$ cat config.mk
export PLATFORM = sky130hd
export DESIGN_NAME = errstat_regs
export DESIGN_NICKNAME = d
export VERILOG_FILES = /design/src/rtl/errstat_pkg.sv /design/src/rtl/errstat_mask_reg.sv /design/src/rtl/errstat_sticky_bank.sv /design/src/rtl/errstat_read_mux.sv /design/src/rtl/errstat_regs.sv
export SDC_FILE = /design/constraint.sdc
export NUM_CORES = 1
export LEC_CHECK = 0
export ABC_AREA = 1
export CAP_MARGIN = 25
export CORE_UTILIZATION = 34
export CTS_BUF_LIST = sky130_fd_sc_hd__clkbuf_8
export DETAILED_ROUTE_END_ITERATION = 16
export PLACE_DENSITY_LB_ADDON = 0.15
export SYNTH_ARGS = -nofsm -noshare
export SYNTH_HDL_FRONTEND = slang
export SYNTH_SLANG_ARGS = --single-unit
$ cat constraint.sdc
create_clock -name clk -period 1.1 [get_ports clk]
set_clock_uncertainty 0.2 [all_clocks]
set_input_delay 0.22 -clock clk [delete_from_list [all_inputs] [get_ports clk]]
set_output_delay 0.22 -clock clk [all_outputs]
set_load 0.01 [all_outputs]
$ cat src/rtl/errstat_pkg.sv
package errstat_pkg;

    localparam int REG_W      = 8;
    localparam int ADDR_W     = 8;
    localparam int NUM_OVF    = 3;
    localparam int SRC_W      = NUM_OVF + 1;
    localparam logic [ADDR_W-1:0] STAT_ADDR = 8'h19;
    localparam logic [ADDR_W-1:0] MASK_ADDR = 8'h1A;
    localparam logic [REG_W-1:0]  SRC_KEEP  = REG_W'((1 << SRC_W) - 1);

    // clock error above the channel overflows: bit SRC_W-1 is clk_err
    typedef struct packed {
        logic               clk_err;
        logic [NUM_OVF-1:0] ovf;
    } src_t;

    typedef enum logic [1:0] {
        ACC_NONE = 2'd0,
        ACC_STAT = 2'd1,
        ACC_MASK = 2'd2
    } acc_t;

    function automatic acc_t decode_addr(input logic [ADDR_W-1:0] a);
        if (a == STAT_ADDR)      return ACC_STAT;
        else if (a == MASK_ADDR) return ACC_MASK;
        else                     return ACC_NONE;
    endfunction

    function automatic logic [REG_W-1:0] widen_src(input src_t s);
        return REG_W'(s);
    endfunction

endpackage

$ cat src/rtl/errstat_mask_reg.sv
module errstat_mask_reg
    import errstat_pkg::*;
(
    input  logic             clk,
    input  logic             rst,
    input  logic             wr_en,
    input  logic [REG_W-1:0] wdata,
    output src_t             mask_o
);
    logic [REG_W-1:0] mask_q;

    always_ff @(posedge clk) begin
        if (rst)        mask_q <= '0;
        else if (wr_en) mask_q <= wdata & SRC_KEEP;
    end

    assign mask_o = src_t'(mask_q[SRC_W-1:0]);

    logic unused_hi;
    assign unused_hi = ^mask_q[REG_W-1:SRC_W];

    // a write lands in the mask on the next cycle
    assert_mask_write_R2: assert property (@(posedge clk) disable iff (rst)
        wr_en |=> (mask_o == src_t'($past(wdata[SRC_W-1:0]))));

    // without a write the mask holds
    assert_mask_hold_R2: assert property (@(posedge clk) disable iff (rst)
        !wr_en |=> $stable(mask_o));

endmodule

$ cat src/rtl/errstat_sticky_bank.sv
module errstat_sticky_bank
    import errstat_pkg::*;
(
    input  logic               clk,
    input  logic               rst,
    input  logic [NUM_OVF-1:0] enable,
    input  logic [NUM_OVF-1:0] evt,
    input  logic               clr,
    output logic [NUM_OVF-1:0] flag_o
);
    logic [NUM_OVF-1:0] flag_q;

    for (genvar i = 0; i < NUM_OVF; i++) begin : g_flag
        always_ff @(posedge clk) begin
            if (rst)             flag_q[i] <= 1'b0;
            else if (!enable[i]) flag_q[i] <= 1'b0;
            else if (clr)        flag_q[i] <= evt[i];
            else                 flag_q[i] <= flag_q[i] | evt[i];
        end

        // an enabled event is latched
        assert_latch_R3: assert property (@(posedge clk) disable iff (rst)
            (enable[i] && evt[i]) |=> flag_q[i]);

        // a set flag stays set until cleared or masked
        assert_hold_R3: assert property (@(posedge clk) disable iff (rst)
            (flag_q[i] && enable[i] && !clr) |=> flag_q[i]);

        // a clear without a fresh event empties the flag
        assert_clear_R4: assert property (@(posedge clk) disable iff (rst)
            (clr && !evt[i]) |=> !flag_q[i]);

        // a masked source cannot be latched
        assert_masked_R6: assert property (@(posedge clk) disable iff (rst)
            !enable[i] |=> !flag_q[i]);
    end

    assign flag_o = flag_q;

endmodule

$ cat src/rtl/errstat_read_mux.sv
module errstat_read_mux
    import errstat_pkg::*;
(
    input  logic             rd,
    input  acc_t             acc,
    input  src_t             stat,
    input  src_t             mask,
    output logic [REG_W-1:0] rdata
);
    always_comb begin
        rdata = '0;
        if (rd) begin
            case (acc)
                ACC_STAT: rdata = widen_src(stat);
                ACC_MASK: rdata = widen_src(mask);
                default:  rdata = '0;
            endcase
        end
    end
endmodule

$ cat src/rtl/errstat_regs.sv
module errstat_regs
    import errstat_pkg::*;
(
    input  logic                      clk,
    input  logic                      rst,
    input  logic [ADDR_W-1:0]         bus_addr,
    input  logic                      bus_wr,
    input  logic [REG_W-1:0]          bus_wdata,
    input  logic                      bus_rd,
    output logic [REG_W-1:0]          bus_rdata,
    input  logic [NUM_OVF-1:0]        ovf_evt,
    input  logic                      clk_err_lvl
);
    acc_t               acc;
    src_t               mask;
    src_t               stat;
    logic [NUM_OVF-1:0] flags;
    logic               stat_rd;

    assign acc     = decode_addr(bus_addr);
    assign stat_rd = bus_rd && (acc == ACC_STAT);

    errstat_mask_reg u_mask (
        .clk    (clk),
        .rst    (rst),
        .wr_en  (bus_wr && (acc == ACC_MASK)),
        .wdata  (bus_wdata),
        .mask_o (mask)
    );

    errstat_sticky_bank u_sticky (
        .clk    (clk),
        .rst    (rst),
        .enable (mask.ovf),
        .evt    (ovf_evt),
        .clr    (stat_rd),
        .flag_o (flags)
    );

    assign stat.ovf     = flags & mask.ovf;
    assign stat.clk_err = clk_err_lvl & mask.clk_err;

    errstat_read_mux u_rmux (
        .rd    (bus_rd),
        .acc   (acc),
        .stat  (stat),
        .mask  (mask),
        .rdata (bus_rdata)
    );

    // foreign addresses read zero
    assert_foreign_zero_R9: assert property (@(posedge clk) disable iff (rst)
        (bus_rd && bus_addr != STAT_ADDR && bus_addr != MASK_ADDR) |-> (bus_rdata == '0));

    // clock error bit tracks the live input under its mask
    assert_clk_live_R8: assert property (@(posedge clk) disable iff (rst)
        (bus_rd && bus_addr == STAT_ADDR) |-> (bus_rdata[SRC_W-1] == (clk_err_lvl && mask.clk_err)));

    // upper bits never driven
    assert_rsvd_zero_R10: assert property (@(posedge clk) disable iff (rst)
        bus_rdata[REG_W-1:SRC_W] == '0);

    // a masked channel never reports on a status read
    assert_mask_gate_R7: assert property (@(posedge clk) disable iff (rst)
        (bus_rd && bus_addr == STAT_ADDR) |-> ((bus_rdata[NUM_OVF-1:0] & ~mask.ovf) == '0));

endmodule

==> results of run 1 <==
## worst min-delay path by stage
stage,startpoint,to,slack [ns],depth (start not counted)
6_report,u_mask.mask_q[1],u_sticky.flag_o[1],0.24,2
5_1_grt,u_mask.mask_q[2],u_sticky.flag_o[2],0.26,2
4_1_cts,u_mask.mask_q[1],u_sticky.flag_o[1],0.25,2
3_5_place_dp,u_mask.mask_q[1],u_sticky.flag_o[1],0.24,2
3_3_place_gp,u_mask.mask_q[1],u_sticky.flag_o[1],0.23,2
2_1_floorplan,ovf_evt[0],u_sticky.flag_o[0],0.14,2
## flip-flops by register name (all words and copies together), names as in the netlist
| name | cells |
|---|---|
| u_sticky.flag_o | 3 |
| u_mask.mask_q | 4 |
## worst min-delay path: stages, from the launching register on
cell and delay (ns):
dfxtp_1 0.30, nand2_1 0.06, nor2_1 0.04
## timing repair
action | CTS | global route
buffers inserted | 5 | 1
endpoints found under the setup margin | 11 | 11
pin swaps | 18 | 13
resized for setup | 60 | 7
cloned | 0 | 0
## routing by layer
layer | share of wire | track usage
met5 | 0 | 0
met4 | 0 | 0
met3 | 0.069 | 0.0978
met2 | 0.51 | 0.266
met1 | 0.42 | 0.210
## power breakdown
part | leakage, uW | switching (uW) | internal (uW)
clock network | 0.0000269 | 115 | 241
logic | 0.000387 | 68.2 | 84.8
registers | 0.0000564 | 0.192 | 255
## cells by family (layout without fill, tap and decap cells)
kind of cell / Yosys count / in the layout
simple gates: 37 / 37
compound gates: 7 / 7
other cells: 1 / 4
buf+inv: 24 / 60
flops: 7 / 7
## final cells by class
class / count / share of cell area
Multi-Input combinational cell: 48 / 0.359
Timing Repair Buffer: 37 / 0.336
Sequential cell: 7 / 0.149
Inverter: 19 / 0.0890
Clock buffer: 3 / 0.0438
Tap cell: 15 / 0.0199
Clock inverter: 1 / 0.00398
## cell usage in the layout, fill, tap and decap left out, drive strengths merged
master,Yosys,final
clkdlybuf4s50,0,9
nand2,16,16
dlymetal6s2s,0,1
clkdlybuf4s15,0,1
inv,19,20
a21oi,7,7
conb,1,4
nand3,7,7
buf,5,25
clkbuf,0,4
nor2,10,10
nand4,4,4
dfxtp,7,7
## through the flow
step,hold WS [ns],instances,setup slack (ns),util
5_1_grt,0.260,130,-0.445,0.690
3_5_place_dp,0.240,120,-1.30,0.614
6_report,0.242,130,-0.392,0.690
2_1_floorplan,0.137,79,-0.189,-
3_3_place_gp,0.235,120,-1.28,0.614
4_1_cts,0.246,129,-0.418,0.674
==> out/results.txt, run 1 <==
Post-Synth XOR/XNOR Area: 0
largest net degree at the start of global routing: 8
Most Frequent Cell on Critical Path: buf_6
r2r setup slk: 0.14 ns
post-synthesis sequential area ratio: 0.269
largest family of logic cells by synthesized area: simple AND/OR/NAND/NOR gates
share of post-route cells with drive strength above 1: 0.487
Post-DP HPWL: 902 microns
top-count cell post-synth: inv_1
Slew Limit Fails: 0
initial core utilization: 0.382
antenna cells: 0
gr usage total: 0.169
DRT iter0 DRCs: 2
area post-placement: 840 sq um
Filler cells: 121
adder-cell share of the synthesized area: 0
Hold Violations, Final: 0
Max IR drop VDD: 0.716 mV
post-detailed-route wirelength per cell: 9.55 microns
Post-layout nets: 140
CP Max Fanout: 4
first drt pass iteration count: 4
DRC viols: 0
Die H: 41.2 microns
Critical Path AT: 1.07 ns
RSZ-0062 raised after global routing: true
H-tree Lvls: 1
Design Area, Final: 942 sq um
io pins: 32
CP Capture Type: primary output
crit-path cells: buf_8 -> inv_12 -> nand2_4 -> nor2_4 -> buf_6 -> buf_6 -> nand3_2 -> a21oi_2 -> buf_2
Area Overhead vs Synth: 80.6%
CP startpoint: bus_addr[5]
die width: 41.2 microns
worst r2r path cells: 5
deepest clock path buffer count: 2
CTS root buffer: clkbuf_8
Final WS setup: -0.392 ns
Synth Area in Simple Gates: 0.434
Synthesis Warnings: 0
top cell type's share of synthesized area: 0.269
critical path class: in2out
Synth Flop Type: dfxtp_1
Post-synth EDFFs: 0
worst hold path class: reg2reg
Max stage delay on crit path: 0.14 ns
clock sink total: 7
average cell area after synthesis: 6.87 sq um
Post-Syn Area: 522 sq um
Multi-input gate area: 338 sq um
total leakage power: 0.000470 uW
CP delay by family, top: buffers and inverters
Max Cap Viol: 0
global-route wire length before repair: 1.79 mm
cell row count: 13
number of cells on the critical path: 9
cts bufs inserted: 3
PD cells: 811 nW/um^2
global route overflow: 0
cell type with the largest total area after synthesis: dfxtp_1
crit path buf inv count: 5
worst r2r dst: u_mask.mask_q[2]
launching point of the worst reg2reg path: u_mask.mask_q[2]
Sum Neg Setup Slack: -2.37 ns
Max Clk Rate: 670 MHz
most instantiated cells after synthesis: 17 x inv_1, 13 x nand2_1, 7 x a21oi_1, 7 x dfxtp_1, 7 x nor2_1
worst endpoint required time: 0.68 ns
Mapped Cells: 76
Final ANT Viol Nets: 0
Final setup violation count: 11
gpl congestion: 0.741
multiplexer share of the synthesized area: 0
die area: 1700 sq um
failing checks: negative setup slack
drt total wl: 1.24 mm
Yosys cell types: 16
asr flop ratio synth: 0
initial antenna violation count: 0
TritonCTS clock tree: built
vias: 566
clock transition at the registers of the reported paths: 0.04 ns
startpoint types: primary input
capture point of the critical path: bus_rdata[2]
sequential cell area: 140 sq um
outcome: finished, violations left
Compound-Gate Fraction of Synth Area: 0.0671
core footprint: 1370 sq um
Hold Buf Count CTS: 0
Crit-path slowest cell: buf_2
total power: 764 uW
Synth area leaders: dfxtp_1 27%, inv_1 12%, nand2_1 9.4%
Final period util: 1.36
flops & latches, synth: 7
number of global-route vias before repair: 428
Port-buffer cells: 23
fin crit period: 1.49 ns
Vias per Instance: 4.35
clk_lat worst skew: 0.23 ns
(Power assumes the default switching activity.)
==> run 2, diff against run 1 <==
--- a/config.mk
+++ b/config.mk
@@ -8,9 +8,9 @@
 export ABC_AREA = 1
 export CAP_MARGIN = 25
 export CORE_UTILIZATION = 34
-export CTS_BUF_LIST = sky130_fd_sc_hd__clkbuf_8
+export CTS_BUF_LIST = sky130_fd_sc_hd__clkbuf_4
 export DETAILED_ROUTE_END_ITERATION = 16
-export PLACE_DENSITY_LB_ADDON = 0.15
+export PLACE_DENSITY = 0.78
 export SYNTH_ARGS = -nofsm -noshare
 export SYNTH_HDL_FRONTEND = slang
 export SYNTH_SLANG_ARGS = --single-unit
==> out/results.txt, run 2 (same netlist as run 1, synthesis figures left out) <==
outcome: finished, violations left
failing checks: negative setup slack
Hold Buf Count CTS: 0 (unchanged)
Max IR drop VDD: 0.683 mV (-4.6%)
initial core utilization: 0.382 (unchanged)
Slew Limit Fails: 0 (unchanged)
hold-critical path depth: 2 (unchanged)
Final Non-Filler Cells: 129 (-0.77%)
die width: 41.2 microns (unchanged)
initial antenna violation count: 0 (unchanged)
drt total wl: 1.46 mm (+18%)
global route overflow: 0 (unchanged)
Max Cap Viol: 0 (unchanged)
worst r2r dst: u_mask.mask_q[1]
worst hold path class: reg2reg
deepest clock path buffer count: 2 (unchanged)
clock transition at the registers of the reported paths: 0.05 ns (about the same)
Post-DP HPWL: 1.04 mm (+15%)
PD cells: 710 nW/um^2 (-12%)
antenna cells: 0 (unchanged)
share of post-route cells with drive strength above 1: 0.526 (+0.0394)
highest metal used: met4
Max stage delay on crit path: 0.18 ns (+0.04 ns)
global-route wire length before repair: 2.17 mm (+21%)
post-detailed-route wirelength per cell: 11.3 microns (+19%)
worst r2r path cells: 5 (unchanged)
io pins: 32 (unchanged)
r2r setup slk: 0.13 ns (about the same)
number of global-route vias before repair: 541 (+26%)
Design Area, Final: 947 sq um (+0.53%)
CP delay by family, top: buffers and inverters
Final period util: 1.36 (+0.00796)
Crit-path slowest cell: nor2_4
DRT iter0 DRCs: 3 (+1)
die area: 1700 sq um (unchanged)
met3 routed WL: 74 microns (-14%)
most frequent cells in the layout: 13 x inv_1, 10 x clkdlybuf4s50_1, 10 x buf_4
clock sink total: 7 (unchanged)
first drt pass iteration count: 2 (-2)
fin crit period: 1.50 ns (+0.00876 ns)
TritonCTS clock tree: built
Port-buffer cells: 23 (unchanged)
clk_lat worst skew: 0.25 ns (+0.02 ns)
Filler cells: 108 (-11%)
cts bufs inserted: 3 (unchanged)
Final WS setup: -0.401 ns (-0.00876 ns)
Final setup violation count: 11 (unchanged)
largest net degree at the start of global routing: 8 (unchanged)
hold-critical path endpoint: u_sticky.flag_o[0]
Hold Crit Start: u_mask.mask_q[0]
gpl congestion: 0.791 (+6.8%)
startpoint types: primary input
total leakage power: 0.000451 uW (-4.2%)
vias: 576 (+1.8%)
WL met2: 779 microns (+23%)
Critical Path AT: 1.08 ns (about the same)
Metal-1 WL: 593 microns (+14%)
Final ANT Viol Nets: 0 (unchanged)
crit-path cells: buf_8 -> inv_12 -> nand2_4 -> nor2_4 -> buf_6 -> nand3_2 -> a21oi_2 -> buf_2
Vias per Instance: 4.47 (+2.6%)
area post-placement: 847 sq um (+0.89%)
Die H: 41.2 microns (unchanged)
max FFs per register: 4 (unchanged)
final core utilization: 0.693 (+0.00366)
Hold Violations, Final: 0 (unchanged)
commonest non-fill, non-tap cell in the layout: inv_1
Post-layout nets: 139 (-0.71%)
launching point of the worst reg2reg path: u_mask.mask_q[1]
core footprint: 1370 sq um (unchanged)
CP Capture Type: primary output
CP Max Fanout: 4 (unchanged)
Fin Hold WS: 0.244 ns (+0.00198 ns)
CTS root buffer: clkbuf_4
RSZ-0062 raised after global routing: true
cell row count: 13 (unchanged)
total power: 673 uW (-12%)
H-tree Lvls: 1 (unchanged)
dpl cells: 121 (+0.83%)
largest reg by FF count: u_mask.mask_q
worst endpoint required time: 0.68 ns (about the same)
Area Overhead vs Synth: 81.5%
critical path class: in2out
Max Clk Rate: 666 MHz (-0.58%)
DRC viols: 0 (unchanged)
gr usage total: 0.202 (+0.0333)
crit path buf inv count: 4 (-1)
## run 2: cell count changes in the layout (fill, tap and decap cells not counted), sizes merged
cell | before | now
dlymetal6s2s | 1 | 0
clkbuf | 4 | 5
clkdlybuf4s50 | 9 | 10
clkdlybuf4s15 | 1 | 0
inv | 20 | 19
## run 2: where the power goes
| group | internal [uW] | leakage, uW | switching, uW |
|---|---|---|---|
| registers | 254 | 0.0000564 | 0.226 |
| clock network | 163 | 0.0000184 | 97.8 |
| logic | 84.9 | 0.000376 | 72.1 |
## run 2: worst max-delay path by stage
| stage | startpoint | to | cells past startpoint |
|---|---|---|---|
| 4_1_cts | bus_addr[7] | bus_rdata[0] | 8 |
| 2_1_floorplan | bus_addr[5] | bus_rdata[0] | 6 |
| 3_3_place_gp | bus_addr[5] | bus_rdata[2] | 7 |
| 5_1_grt | bus_addr[5] | bus_rdata[2] | 8 |
| 3_5_place_dp | bus_addr[5] | bus_rdata[2] | 7 |
| 6_report | bus_addr[5] | bus_rdata[0] | 8 |
## run 2: tightest hold or removal path: stages, from the launching register on
cell     delay, ns
dfxtp_1       0.31
nand2_1       0.06
nor2_1        0.04
## run 2: final cells by class
cell class / instances / area (sq um) / share of cell area
timing repair buffer: 36 / 309 / 0.326
inverter: 19 / 83.8 / 0.0885
tap: 15 / 18.8 / 0.0198
sequential: 7 / 140 / 0.148
clock buffer: 4 / 30.0 / 0.0317
multi-input combinational: 48 / 365 / 0.386
## run 2: through the flow
stage,setup TNS [ns],setup WS [ns]
final,-2.40,-0.401
after floorplan,-0.737,-0.189
after global routing,-2.95,-0.473
after CTS,-2.16,-0.383
after detailed placement,-10.16,-1.29
after global placement,-9.75,-1.27
## run 2: per-layer routing
metal,track usage,up-vias
met5,0,-
met4,0.0242,0
met3,0.109,2
met2,0.359,11
met1,0.214,263
li1,-,300
## run 2: repair_timing
action,CTS,global route
pin swaps,18,8
endpoints found under the setup margin,11,11
resized for setup,68,7
setup buffers,5,1
